--- config.mk ---
export PLATFORM = sky130hd
export DESIGN_NAME = sm_bus_watchdog
export DESIGN_NICKNAME = d
export VERILOG_FILES = /design/src/rtl/sm_watchdog_pkg.sv /design/src/rtl/sm_expiry_timer.sv /design/src/rtl/sm_cause_reg.sv /design/src/rtl/sm_bus_watchdog.sv
export SDC_FILE = /design/constraint.sdc
export NUM_CORES = 1
export LEC_CHECK = 0
export BUFFER_PORTS_ARGS = -buffer_cell sky130_fd_sc_hd__buf_2
export CAP_MARGIN = 30
export CORE_MARGIN = 5
export CORE_UTILIZATION = 40
export CTS_CLUSTER_DIAMETER = 200
export DETAILED_ROUTE_END_ITERATION = 8
export GPL_TIMING_DRIVEN = 0
export SLEW_MARGIN = 20
export SYNTH_ARGS = -nofsm -noshare
export SYNTH_HDL_FRONTEND = slang
export SYNTH_SLANG_ARGS = --single-unit
--- constraint.sdc ---
create_clock -name clk -period 2.3 [get_ports clk]
set_clock_uncertainty 0.2 [all_clocks]
set_input_delay 0.345 -clock clk [delete_from_list [all_inputs] [get_ports clk]]
set_output_delay 0.345 -clock clk [all_outputs]
set_load 0.05 [all_outputs]
--- src/rtl/sm_watchdog_pkg.sv ---
// Package for the bus watchdog: cause codes and the helper that turns
// microseconds into clock cycles.
// Assumes CLK_HZ * us fits in a longint.
package sm_watchdog_pkg;

    localparam int NUM_COND = 2;  // 0: clock held low, 1: idle while busy

    typedef enum logic [1:0] {
        CAUSE_NONE = 2'b00,
        CAUSE_LOW  = 2'b01,
        CAUSE_IDLE = 2'b10
    } cause_e;

    // Convert a duration in microseconds to a whole number of clock cycles.
    function automatic int us_to_cycles(input longint clk_hz, input longint us);
        longint c;
        c = (clk_hz * us) / 64'd1000000;
        if (c < 1) c = 1;
        return int'(c);
    endfunction

endpackage

--- src/rtl/sm_expiry_timer.sv ---
// sm_expiry_timer: counts consecutive cycles on which cond_i is high.
// fire_o goes high for one cycle after the LIMIT-th consecutive sample.
// The timer then disarms and stays quiet until cond_i is seen low.
// Assumes LIMIT >= 1.
module sm_expiry_timer #(
    parameter int LIMIT = 16
) (
    input  logic clk,
    input  logic rst_n,
    input  logic cond_i,
    output logic fire_o
);
    localparam int CW = (LIMIT > 1) ? $clog2(LIMIT) : 1;
    localparam logic [CW-1:0] LAST = CW'(LIMIT - 1);

    logic [CW-1:0] cnt_q;
    logic          armed_q;

    // Run length counter with a one-shot expiry that rearms only after a break.
    always_ff @(posedge clk) begin
        if (!rst_n) begin
            cnt_q   <= '0;
            armed_q <= 1'b1;
            fire_o  <= 1'b0;
        end else begin
            fire_o <= 1'b0;
            if (!cond_i) begin
                cnt_q   <= '0;
                armed_q <= 1'b1;
            end else if (armed_q) begin
                if (cnt_q == LAST) begin
                    fire_o  <= 1'b1;
                    armed_q <= 1'b0;
                    cnt_q   <= '0;
                end else begin
                    cnt_q <= cnt_q + 1'b1;
                end
            end
        end
    end
endmodule

--- src/rtl/sm_cause_reg.sv ---
// sm_cause_reg: latches the vector of timer expiries whenever any of them
// fires, so the cause of the last reset stays visible.
// Assumes at most one expiry per cycle. The two conditions are exclusive.
module sm_cause_reg #(
    parameter int N = 2
) (
    input  logic         clk,
    input  logic         rst_n,
    input  logic [N-1:0] fire_i,
    output logic [N-1:0] cause_o
);
    // Capture the source of each expiry and hold it until the next one.
    always_ff @(posedge clk) begin
        if (!rst_n)       cause_o <= '0;
        else if (|fire_i) cause_o <= fire_i;
    end
endmodule

--- src/rtl/sm_bus_watchdog.sv ---
// sm_bus_watchdog: stuck-clock and idle watchdog for a two-wire client engine.
// It builds one gated condition per timer and runs one expiry timer for each.
// The expiries are ORed into a single reset pulse, and the cause is latched.
// Assumes scl_i and sda_i are already synchronized to clk.
module sm_bus_watchdog
    import sm_watchdog_pkg::*;
#(
    parameter longint CLK_HZ  = 50000000,
    parameter longint LOW_US  = 30000,
    parameter longint IDLE_US = 200
) (
    input  logic       clk,
    input  logic       rst_n,
    input  logic       en_i,
    input  logic       scl_i,
    input  logic       sda_i,
    input  logic       busy_i,
    output logic       bus_rst_o,
    output logic [1:0] cause_o
);
    localparam int LOW_CYC  = us_to_cycles(CLK_HZ, LOW_US);
    localparam int IDLE_CYC = us_to_cycles(CLK_HZ, IDLE_US);

    logic [NUM_COND-1:0] cond;
    logic [NUM_COND-1:0] fire;

    // Gated conditions: the clock held low, or both lines high inside a transaction.
    always_comb begin
        cond[0] = en_i && !scl_i;
        cond[1] = en_i && scl_i && sda_i && busy_i;
    end

    // One timer per condition. The idle limit must be exceeded, not just met.
    for (genvar i = 0; i < NUM_COND; i++) begin : g_tmr
        localparam int LIM = (i == 0) ? LOW_CYC : IDLE_CYC + 1;
        sm_expiry_timer #(.LIMIT(LIM)) u_tmr (
            .clk    (clk),
            .rst_n  (rst_n),
            .cond_i (cond[i]),
            .fire_o (fire[i])
        );
    end

    sm_cause_reg #(.N(NUM_COND)) u_cause (
        .clk     (clk),
        .rst_n   (rst_n),
        .fire_i  (fire),
        .cause_o (cause_o)
    );

    // Either expiry resets the engine.
    always_comb bus_rst_o = |fire;
endmodule

# [Yosys cells after proc, flatten, opt, wreduce, memory -nomap -nowiden]
# Cells that the tools add are included.
[classes] n_addsub=2 n_reduce_logical=10 n_eq_ne=2 n_mux=8
[ops] op="21-bit by 1-bit adder with 21-bit output, second input constant" count=1
[ops] op="21-bit equality test, second input constant" count=1
[ops] op="21-bit two-way mux" count=1
[ops] op="14-bit by 1-bit adder with 14-bit output, second input constant" count=1
[ops] op="14-bit equality test, second input constant" count=1
[ops] op="14-bit two-way mux" count=1
[ops] op="1-bit two-way mux" count=6
[ops] op="3-bit AND reduction" count=2
[ops] op="1-bit logical AND" count=4
[ops] op="2-bit AND reduction" count=2
[ops] op="2-bit OR reduction" count=1
[ops] op="1-bit logical NOT" count=1
[word_totals] wordCells=29 output_inout_bits=3 inputBits=6 regBits=41

# [Depth between registers and ports, before layout]
# Gate-level depths: netlist of run 1.
[logic_depth] ltp_word=4 mapped_depth=7 ltp_nobuf=6

# [By module]
# A second synthesis of run 1 with hierarchy kept.
[hier_totals] hier_cells=224 hier_area_um2=1948.1
[by_module_without_submodules] module="sm_expiry_timer at g_tmr[0].u_tmr" cells_per_inst=129 seq_area_each_um2=460.4 area_per_inst_um2=1101.1 instances=1
[by_module_without_submodules] module="sm_expiry_timer at g_tmr[1].u_tmr" cells_per_inst=86 seq_area_each_um2=320.3 area_per_inst_um2=758.2 instances=1
[by_module_without_submodules] module="sm_cause_reg" cells_per_inst=6 seq_area_each_um2=40.0 area_per_inst_um2=67.6 instances=1
[by_module_without_submodules] module="sm_bus_watchdog" cells_per_inst=3 seq_area_each_um2=0.0 area_per_inst_um2=21.3 instances=1

# [Worst setup path before layout of run 1]
# OpenSTA, ideal clock, no wires.
[synth_timing] path_kind="reg-to-reg" startpoint="register g_tmr[1].u_tmr.cnt_q[0]" endpoint="register g_tmr[1].u_tmr.cnt_q[11]" setup_time_ps=122 stages_incl_launch_ff=8 required_time_ps=1978 n_path_buf=1 synth_period_minus_slack_ps=2119 slack_ps=181 arrival_time_ps=1798 cell_sequence="dfxtp_1 inv_1 ha_1 or4b_1 or4_4 o21ai_2 buf_6 a21oi_1"
[synth_via] elab_chain_len=2 word_cells_on_any_way=3 classes_between="add/sub (1); eq/ne (1); mux (1)"
[synth_rtl] element="start: declaration" line_no="sm_expiry_timer.sv:16" source="logic [CW-1:0] cnt_q;"
[synth_rtl] element="start signal: assignment" line_no="sm_expiry_timer.sv:36" source="cnt_q <= cnt_q + 1'b1;"
[synth_rtl] element="14-bit by 1-bit adder with 14-bit output / 14-bit equality test (equally long branches)" line_no="sm_expiry_timer.sv:36, sm_expiry_timer.sv:31"
[synth_rtl] element="14-bit two-way mux (*)" line_no="sm_expiry_timer.sv:31" source="if (cnt_q == LAST) begin"
# Mark *: on every way between the ends. The rest lies on a longest branch, timed or not.
# A chain may end at the register's enable or synchronous reset.

# [Final worst setup path of run 1]
# Same ends and word-level chain as after synthesis.

==> flow_summary_export.csv, run 1 <==
group,metric,value,unit
status,status,"finished clean",
setup_path,path_delay_family,"simple AND/OR/NAND/NOR gates",
timing,drv_slew,0,
placement,place.gp.congestion,0.742,
global_route,antenna_found_initial,0,
power,p_leak,0.724,nW
timing,hold_ws,0.105,ns
timing,setup_violations,0,
synthesis,synth_cells,219,
clock_tree,clock_latency,0.29,ns
final_layout,antenna_cells,0,
placement,port_buffers,8,
synthesis,yosys_warnings,0,
power,power_density,543,mW/mm2
global_route,grt_pass1_wl,6.83,mm
final_layout,fin_cells,305,
setup_path,max_stage_delay,0.46,ns
power,p_sw,0.255,mW
routing,drt_iter0_markers,53,
floorplan,die_w,79.8,um
synthesis,ys.flop_type,"dfxtp_1",
timing,max_freq,458,MHz
placement,place_ws,-0.0898,ns
final_layout,fillers,447,
setup_path,cp_cell_sequence,"inv_1 > ha_1 > or4b_4 > or4_4 > o21ai_4 > buf_6 > a21oi_1",
routing,drtAntennaViolNets,0,
setup_path,crit_arrival,2.16,ns
synthesis,yosys-top-cells-area,"dfxtp_1 (42%), xor2_1 (6.7%), nor2_1 (4.8%)",
synthesis,synth_cell_types,42,
routing,first_pass_iters,4,
floorplan,die_area,0.00637,mm2
setup_path,crit_slowest_cell,"or4_4",
synthesis,postSynthAreaPerCell,8.91,um2
clock_tree,clk_pin_slew,0.08,ns
power,power,1.21,mW
floorplan,start_util,41.3,%
timing,rsz0062_at_grt,"no",
placement,dp_cells,294,
clock_tree,htree_num_levels,2,
power,p_clk_share,39.3,%
global_route,grtUsageTotal,13.5,%
synthesis,seq_area_frac_synth,42.1,%
clock_tree,cts_tree,"yes",
timing,setup_tns,0,ns
clock_tree,root_buffer,"clkbuf_8",
synthesis,synth_edf_count,0,
synthesis,yosysTopAreaCell,"dfxtp_1",
routing,detail_route.wl_per_cell,12.7,um
timing,period_share,95.0,%
clock_tree,holdBufCountCts,0,
power,internal_power,0.960,mW
power,pwr-share-comb,2.0,%
floorplan,io_pins,9,
synthesis,async_flop_share,0,%
routing,drc,0,
global_route,grt-ovfl-total,0,
timing,worst_pin_slew,0.320,ns
synthesis,synth_top_cell_area_share,42.1,%
synthesis,synth_seq_cells,41,
floorplan,rows,25,
synthesis,synth_fp_nets,228,
clock_tree,cts_buffer_depth,2,
synthesis,synth_commonest_cells,"dfxtp_1 (41), nor2_1 (25), nand2_1 (15), nand3_1 (15), xor2_1 (15)",
final_layout,syn_to_final_growth,14.8,%
timing,slew-limit-headroom,78.7,%
run,maxCapViolCount,0,
clock_tree,cts_buffers,5,
floorplan,die_y,79.8,um
final_layout,nets,247,
synthesis,syn-cell-area,0.00195,mm2
timing,finalHoldViolations,0,
routing,vias,1612,
routing,vias_per_cell,5.29,
timing,min_period,2.18,ns
power,peakVddDrop,0.000335,V
setup_path,crit_type,"reg -> reg",
setup_path,endpoint_kind,"flip-flop",
placement,hpwlAfterDp,2.69,mm
setup_path,startpoint_type,"flip-flop",
clock_tree,cts_sinks,41,
setup_path,worstPathMaxFanout,5,
global_route,grt_pass1_vias,1494,
setup_path,crit_buf_inv,2,
setup_path,cp_data_required_time,2.28,ns
hold_path,hold_path_class,"in -> reg",
final_layout,layout-drive-gt1-share,17.2,%
power,p_sw_share,21.0,%
floorplan,core,0.00472,mm2
synthesis,yosysMostFrequentCell,"dfxtp_1",
routing,routed_wl,3.87,mm
global_route,grt_max_degree,12,
power,p_seq_share,58.6,%
timing,timing.final.ws_setup,0.116,ns
[metal layers]
layer,share of wire [%],global-route usage (%)
met1,51,18.1
met3,2.9,3.05
met5,0,0
met4,3.5,6.93
met2,43,20.3
[layout make-up]
| cell class | instances | area (um2) | share of cell area [%] |
|---|---|---|---|
| multi-input cells | 168 | 1120 | 50.1 |
| clock buffers | 7 | 86.3 | 3.86 |
| well taps | 67 | 83.8 | 3.75 |
| repair buffers | 12 | 73.8 | 3.30 |
| plain buffers | 7 | 37.5 | 1.68 |
| inverters | 3 | 11.3 | 0.503 |
| flip-flops and latches | 41 | 825 | 36.8 |
[sequential cells by signal (all words and copies together), names as in the netlist]
name                 cells
g_tmr.u_tmr.cnt_q       35
g_tmr.u_tmr.armed_q      2
g_tmr.u_tmr.fire_o       2
u_cause.cause_o          2
[worst register-to-register path, cell delays in order, from the launching register on]
cell	delay, ns
dfxtp_1	0.33
inv_1	0.09
ha_1	0.14
or4b_4	0.45
or4_4	0.46
o21ai_4	0.22
buf_6	0.15
a21oi_1	0.05
[power groups by stage]
stage	sequential, mW	clock (mW)	combinational, mW
final	0.712	0.478	0.0246
after global routing	0.713	0.525	0.0274
after CTS	0.712	0.495	0.0210
after detailed placement	0.728	0	0.0204
after global placement	0.728	0	0.0205
after floorplan	0.728	0	0.0116
[path summary, 6_finish.rpt]
kind / from / end / slack, ns / cells after the start
worst max-delay path: g_tmr[1].u_tmr.cnt_q[0] / g_tmr[1].u_tmr.cnt_q[11] / 0.12 / 7
worst min-delay path: scl_i / g_tmr[0].u_tmr.armed_q / 0.10 / 3
worst max register to register: g_tmr[1].u_tmr.cnt_q[0] / g_tmr[1].u_tmr.cnt_q[11] / 0.12 / 7
worst min register to register: g_tmr[1].u_tmr.cnt_q[13] / g_tmr[1].u_tmr.cnt_q[13] / 0.29 / 2
[what timing repair did]
| item | 4_1_cts | 5_1_grt |
|---|---|---|
| gates resized for setup | 2 | 12 |
| buffers inserted | 0 | 3 |
| gates cloned | 0 | 1 |
| setup endpoints to repair | 12 | 22 |
| pin swaps | 0 | 3 |
[per-stage QoR]
step | instance area (um2) | util (%)
3_3_place_gp | 2070 | 43.9
5_1_grt | 2240 | 47.4
2_1_floorplan | 1950 | -
6_report | 2240 | 47.4
4_1_cts | 2170 | 46.0
3_5_place_dp | 2070 | 43.9
[cells in the final DEF, fill, tap and decap left out, types with 6 or more instances in the layout]
cell,instances
a21oi_1,10
and3_1,6
and4_1,7
buf_2,10
clkbuf_8,6
dfxtp_1,38
nand2_1,14
nand3_1,15
nand4_1,10
nor2_1,25
o21ai_0,6
xnor2_1,6
xor2_1,15
[kinds of logic (layout without fill, tap and decap cells)]
| kind of cell | after synthesis | count (layout) | synth area share (%) |
|---|---|---|---|
| mux | 1 | 1 | 0.513 |
| compound gates | 30 | 30 | 9.94 |
| xor+xnor | 21 | 21 | 9.43 |
| flops | 41 | 41 | 42.1 |
| simple gates | 113 | 113 | 33.7 |
| buf+inv | 10 | 29 | 2.44 |
| fa+ha+maj | 3 | 3 | 1.92 |
Power figures use the tool's default switching activity.
==> run 2: changes to the inputs <==
==> constraint.sdc (replaced) <==
create_clock -name clk -period 2.3 [get_ports clk]
set_clock_uncertainty 0.2 [all_clocks]
set_input_delay 0.23 -clock clk [delete_from_list [all_inputs] [get_ports clk]]
set_output_delay 0.23 -clock clk [all_outputs]
set_load 0.05 [all_outputs]
==> flow_summary_export.csv, run 2 (synthesis results as in run 1) <==
group,metric,value,unit
status,status,"finished clean",
setup_path,crit_path_start,"g_tmr[1].u_tmr.cnt_q[0]",
setup_path,worstReg2RegEnd,"g_tmr[1].u_tmr.cnt_q[11]",
routing,drt_iter0_markers,59,
global_route,grt_max_degree,12,
clock_tree,root_buffer,"clkbuf_8",
floorplan,die_y,79.8,um
run,maxCapViolCount,0,
final_layout,design_area,0.00227,mm2
clock_tree,htree_num_levels,2,
final_layout,layout_common_cells,"dfxtp_1 (38), nor2_1 (25), nand3_1 (15), xor2_1 (15), nand2_1 (14)",
power,p_clk_share,39.2,%
routing,drtAntennaViolNets,0,
global_route,grt_pass1_wl,6.93,mm
floorplan,start_util,41.3,%
setup_path,endpoint_kind,"flip-flop",
timing,finalHoldViolations,0,
power,p_seq_share,58.6,%
timing,min_period,2.18,ns
routing,dr_wl_met3,130,um
final_layout,largest_register_ffs,35,
timing,period_share,95.0,%
power,p_leak,0.736,nW
final_layout,syn_to_final_growth,16.2,%
routing,vias_per_cell,5.31,
final_layout,antenna_cells,0,
clock_tree,clock_latency,0.28,ns
timing,slew-limit-headroom,79.7,%
clock_tree,cts_buffers,5,
setup_path,r2r_slack,0.12,ns
routing,vias,1634,
setup_path,cp_data_required_time,2.27,ns
routing,wl_met1,1.93,mm
timing,drv_slew,0,
power,peakVddDrop,0.000333,V
placement,port_buffers,8,
clock_tree,clk_pin_slew,0.08,ns
placement,placed_area,0.00207,mm2
routing,detail_route.wl_per_cell,12.8,um
clock_tree,cts_tree,"yes",
timing,worst_pin_slew,0.301,ns
final_layout,largest_register,"g_tmr.u_tmr.cnt_q",
floorplan,core,0.00472,mm2
floorplan,die_w,79.8,um
power,power_density,536,mW/mm2
routing,route.met2.wl,1.79,mm
final_layout,final_common_cell,"dfxtp_1",
setup_path,r2r_start,"g_tmr[1].u_tmr.cnt_q[0]",
timing,hold_ws,0.0866,ns
final_layout,nets,250,
global_route,grt-ovfl-total,0,
routing,drc,0,
power,pwr-share-comb,2.2,%
floorplan,die_area,0.00637,mm2
placement,place.gp.congestion,0.742,
timing,max_freq,458,MHz
timing,rsz0062_at_grt,"no",
clock_tree,cts_sinks,41,
final_layout,layout-drive-gt1-share,17.4,%
setup_path,startpoint_type,"flip-flop",
floorplan,rows,25,
routing,routed.top_layer,"met4",
timing,setup_violations,0,
global_route,grtUsageTotal,13.7,%
setup_path,crit_arrival,2.16,ns
power,power,1.21,mW
floorplan,io_pins,9,
power,p_sw_share,20.8,%
placement,hpwlAfterDp,2.69,mm
final_layout,fillers,442,
setup_path,crit_type,"reg -> reg",
routing,routed_wl,3.94,mm
routing,first_pass_iters,4,
hold_path,hold_path_class,"in -> reg",
global_route,grt_pass1_vias,1499,
setup_path,reg2regPathDepth,7,
setup_path,worstPathMaxFanout,5,
setup_path,endpoint,"g_tmr[1].u_tmr.cnt_q[11]",
global_route,antenna_found_initial,0,
power,p_sw,0.253,mW
clock_tree,cts_buffer_depth,2,
power,internal_power,0.962,mW
## run 2: cell types whose count changed in the layout (fill, tap and decap cells not counted)
cell / before / now
buf_4: 3 / 4
dlygate4sd3_1: 0 / 2
## run 2: routing by layer
layer / vias to the layer above / GRT usage [%]
met5: - / 0
met4: 0 / 6.42
met3: 10 / 3.05
met2: 28 / 20.9
met1: 748 / 18.4
li1: 848 / -
## run 2: how the worst min path moves through the flow
stage	startpoint	to	slack (ns)	cells past startpoint
2_1_floorplan	scl_i	g_tmr[0].u_tmr.armed_q	0.14	2
3_3_place_gp	scl_i	g_tmr[0].u_tmr.armed_q	0.27	3
3_5_place_dp	scl_i	g_tmr[0].u_tmr.armed_q	0.27	3
4_1_cts	en_i	g_tmr[1].u_tmr.cnt_q[10]	0.07	3
5_1_grt	en_i	g_tmr[1].u_tmr.cnt_q[1]	0.10	3
6_report	en_i	g_tmr[1].u_tmr.cnt_q[10]	0.09	3
## run 2: per-stage QoR
stage / std cells / utilization, % / setup TNS (ns) / setup slack [ns]
final: 308 / 48.0 / 0 / 0.116
after global routing: 308 / 48.0 / 0 / 0.000622
after CTS: 303 / 46.4 / 0 / 0.0173
after detailed placement: 294 / 43.9 / -0.876 / -0.0898
after global placement: 294 / 43.9 / -1.19 / -0.117
after floorplan: 219 / - / 0 / 0.181
## run 2: cell type report
type	count	area [um2]	area share [%]
multi-input combinational	168	1120	49.5
sequential	41	825	36.4
timing repair buffer	15	101	4.47
clock buffer	7	86.3	3.81
tap	67	83.8	3.70
buffer	7	37.5	1.66
inverter	3	11.3	0.497
## run 2: worst max-delay path, stage by stage, from the launching register on
cell	delay, ns
dfxtp_1	0.33
inv_1	0.09
ha_1	0.14
or4b_4	0.45
or4_4	0.46
o21ai_4	0.22
buf_6	0.15
a21oi_1	0.04
## run 2: power by group through the flow
stage,registers (mW),clock network [mW],logic (mW)
after global placement,0.728,0,0.0205
after floorplan,0.728,0,0.0116
after global routing,0.713,0.525,0.0294
after CTS,0.712,0.495,0.0235
after detailed placement,0.728,0,0.0204
final,0.712,0.476,0.0264
## run 2: repair_timing
item | 4_1_cts | 5_1_grt
endpoints found under the setup margin | 12 | 22
hold endpoints to repair | 3 | 0
hold buffers | 2 | 0
buffers inserted | 0 | 4
pin swaps | 0 | 4
gates cloned | 0 | 1
resized for setup | 2 | 12
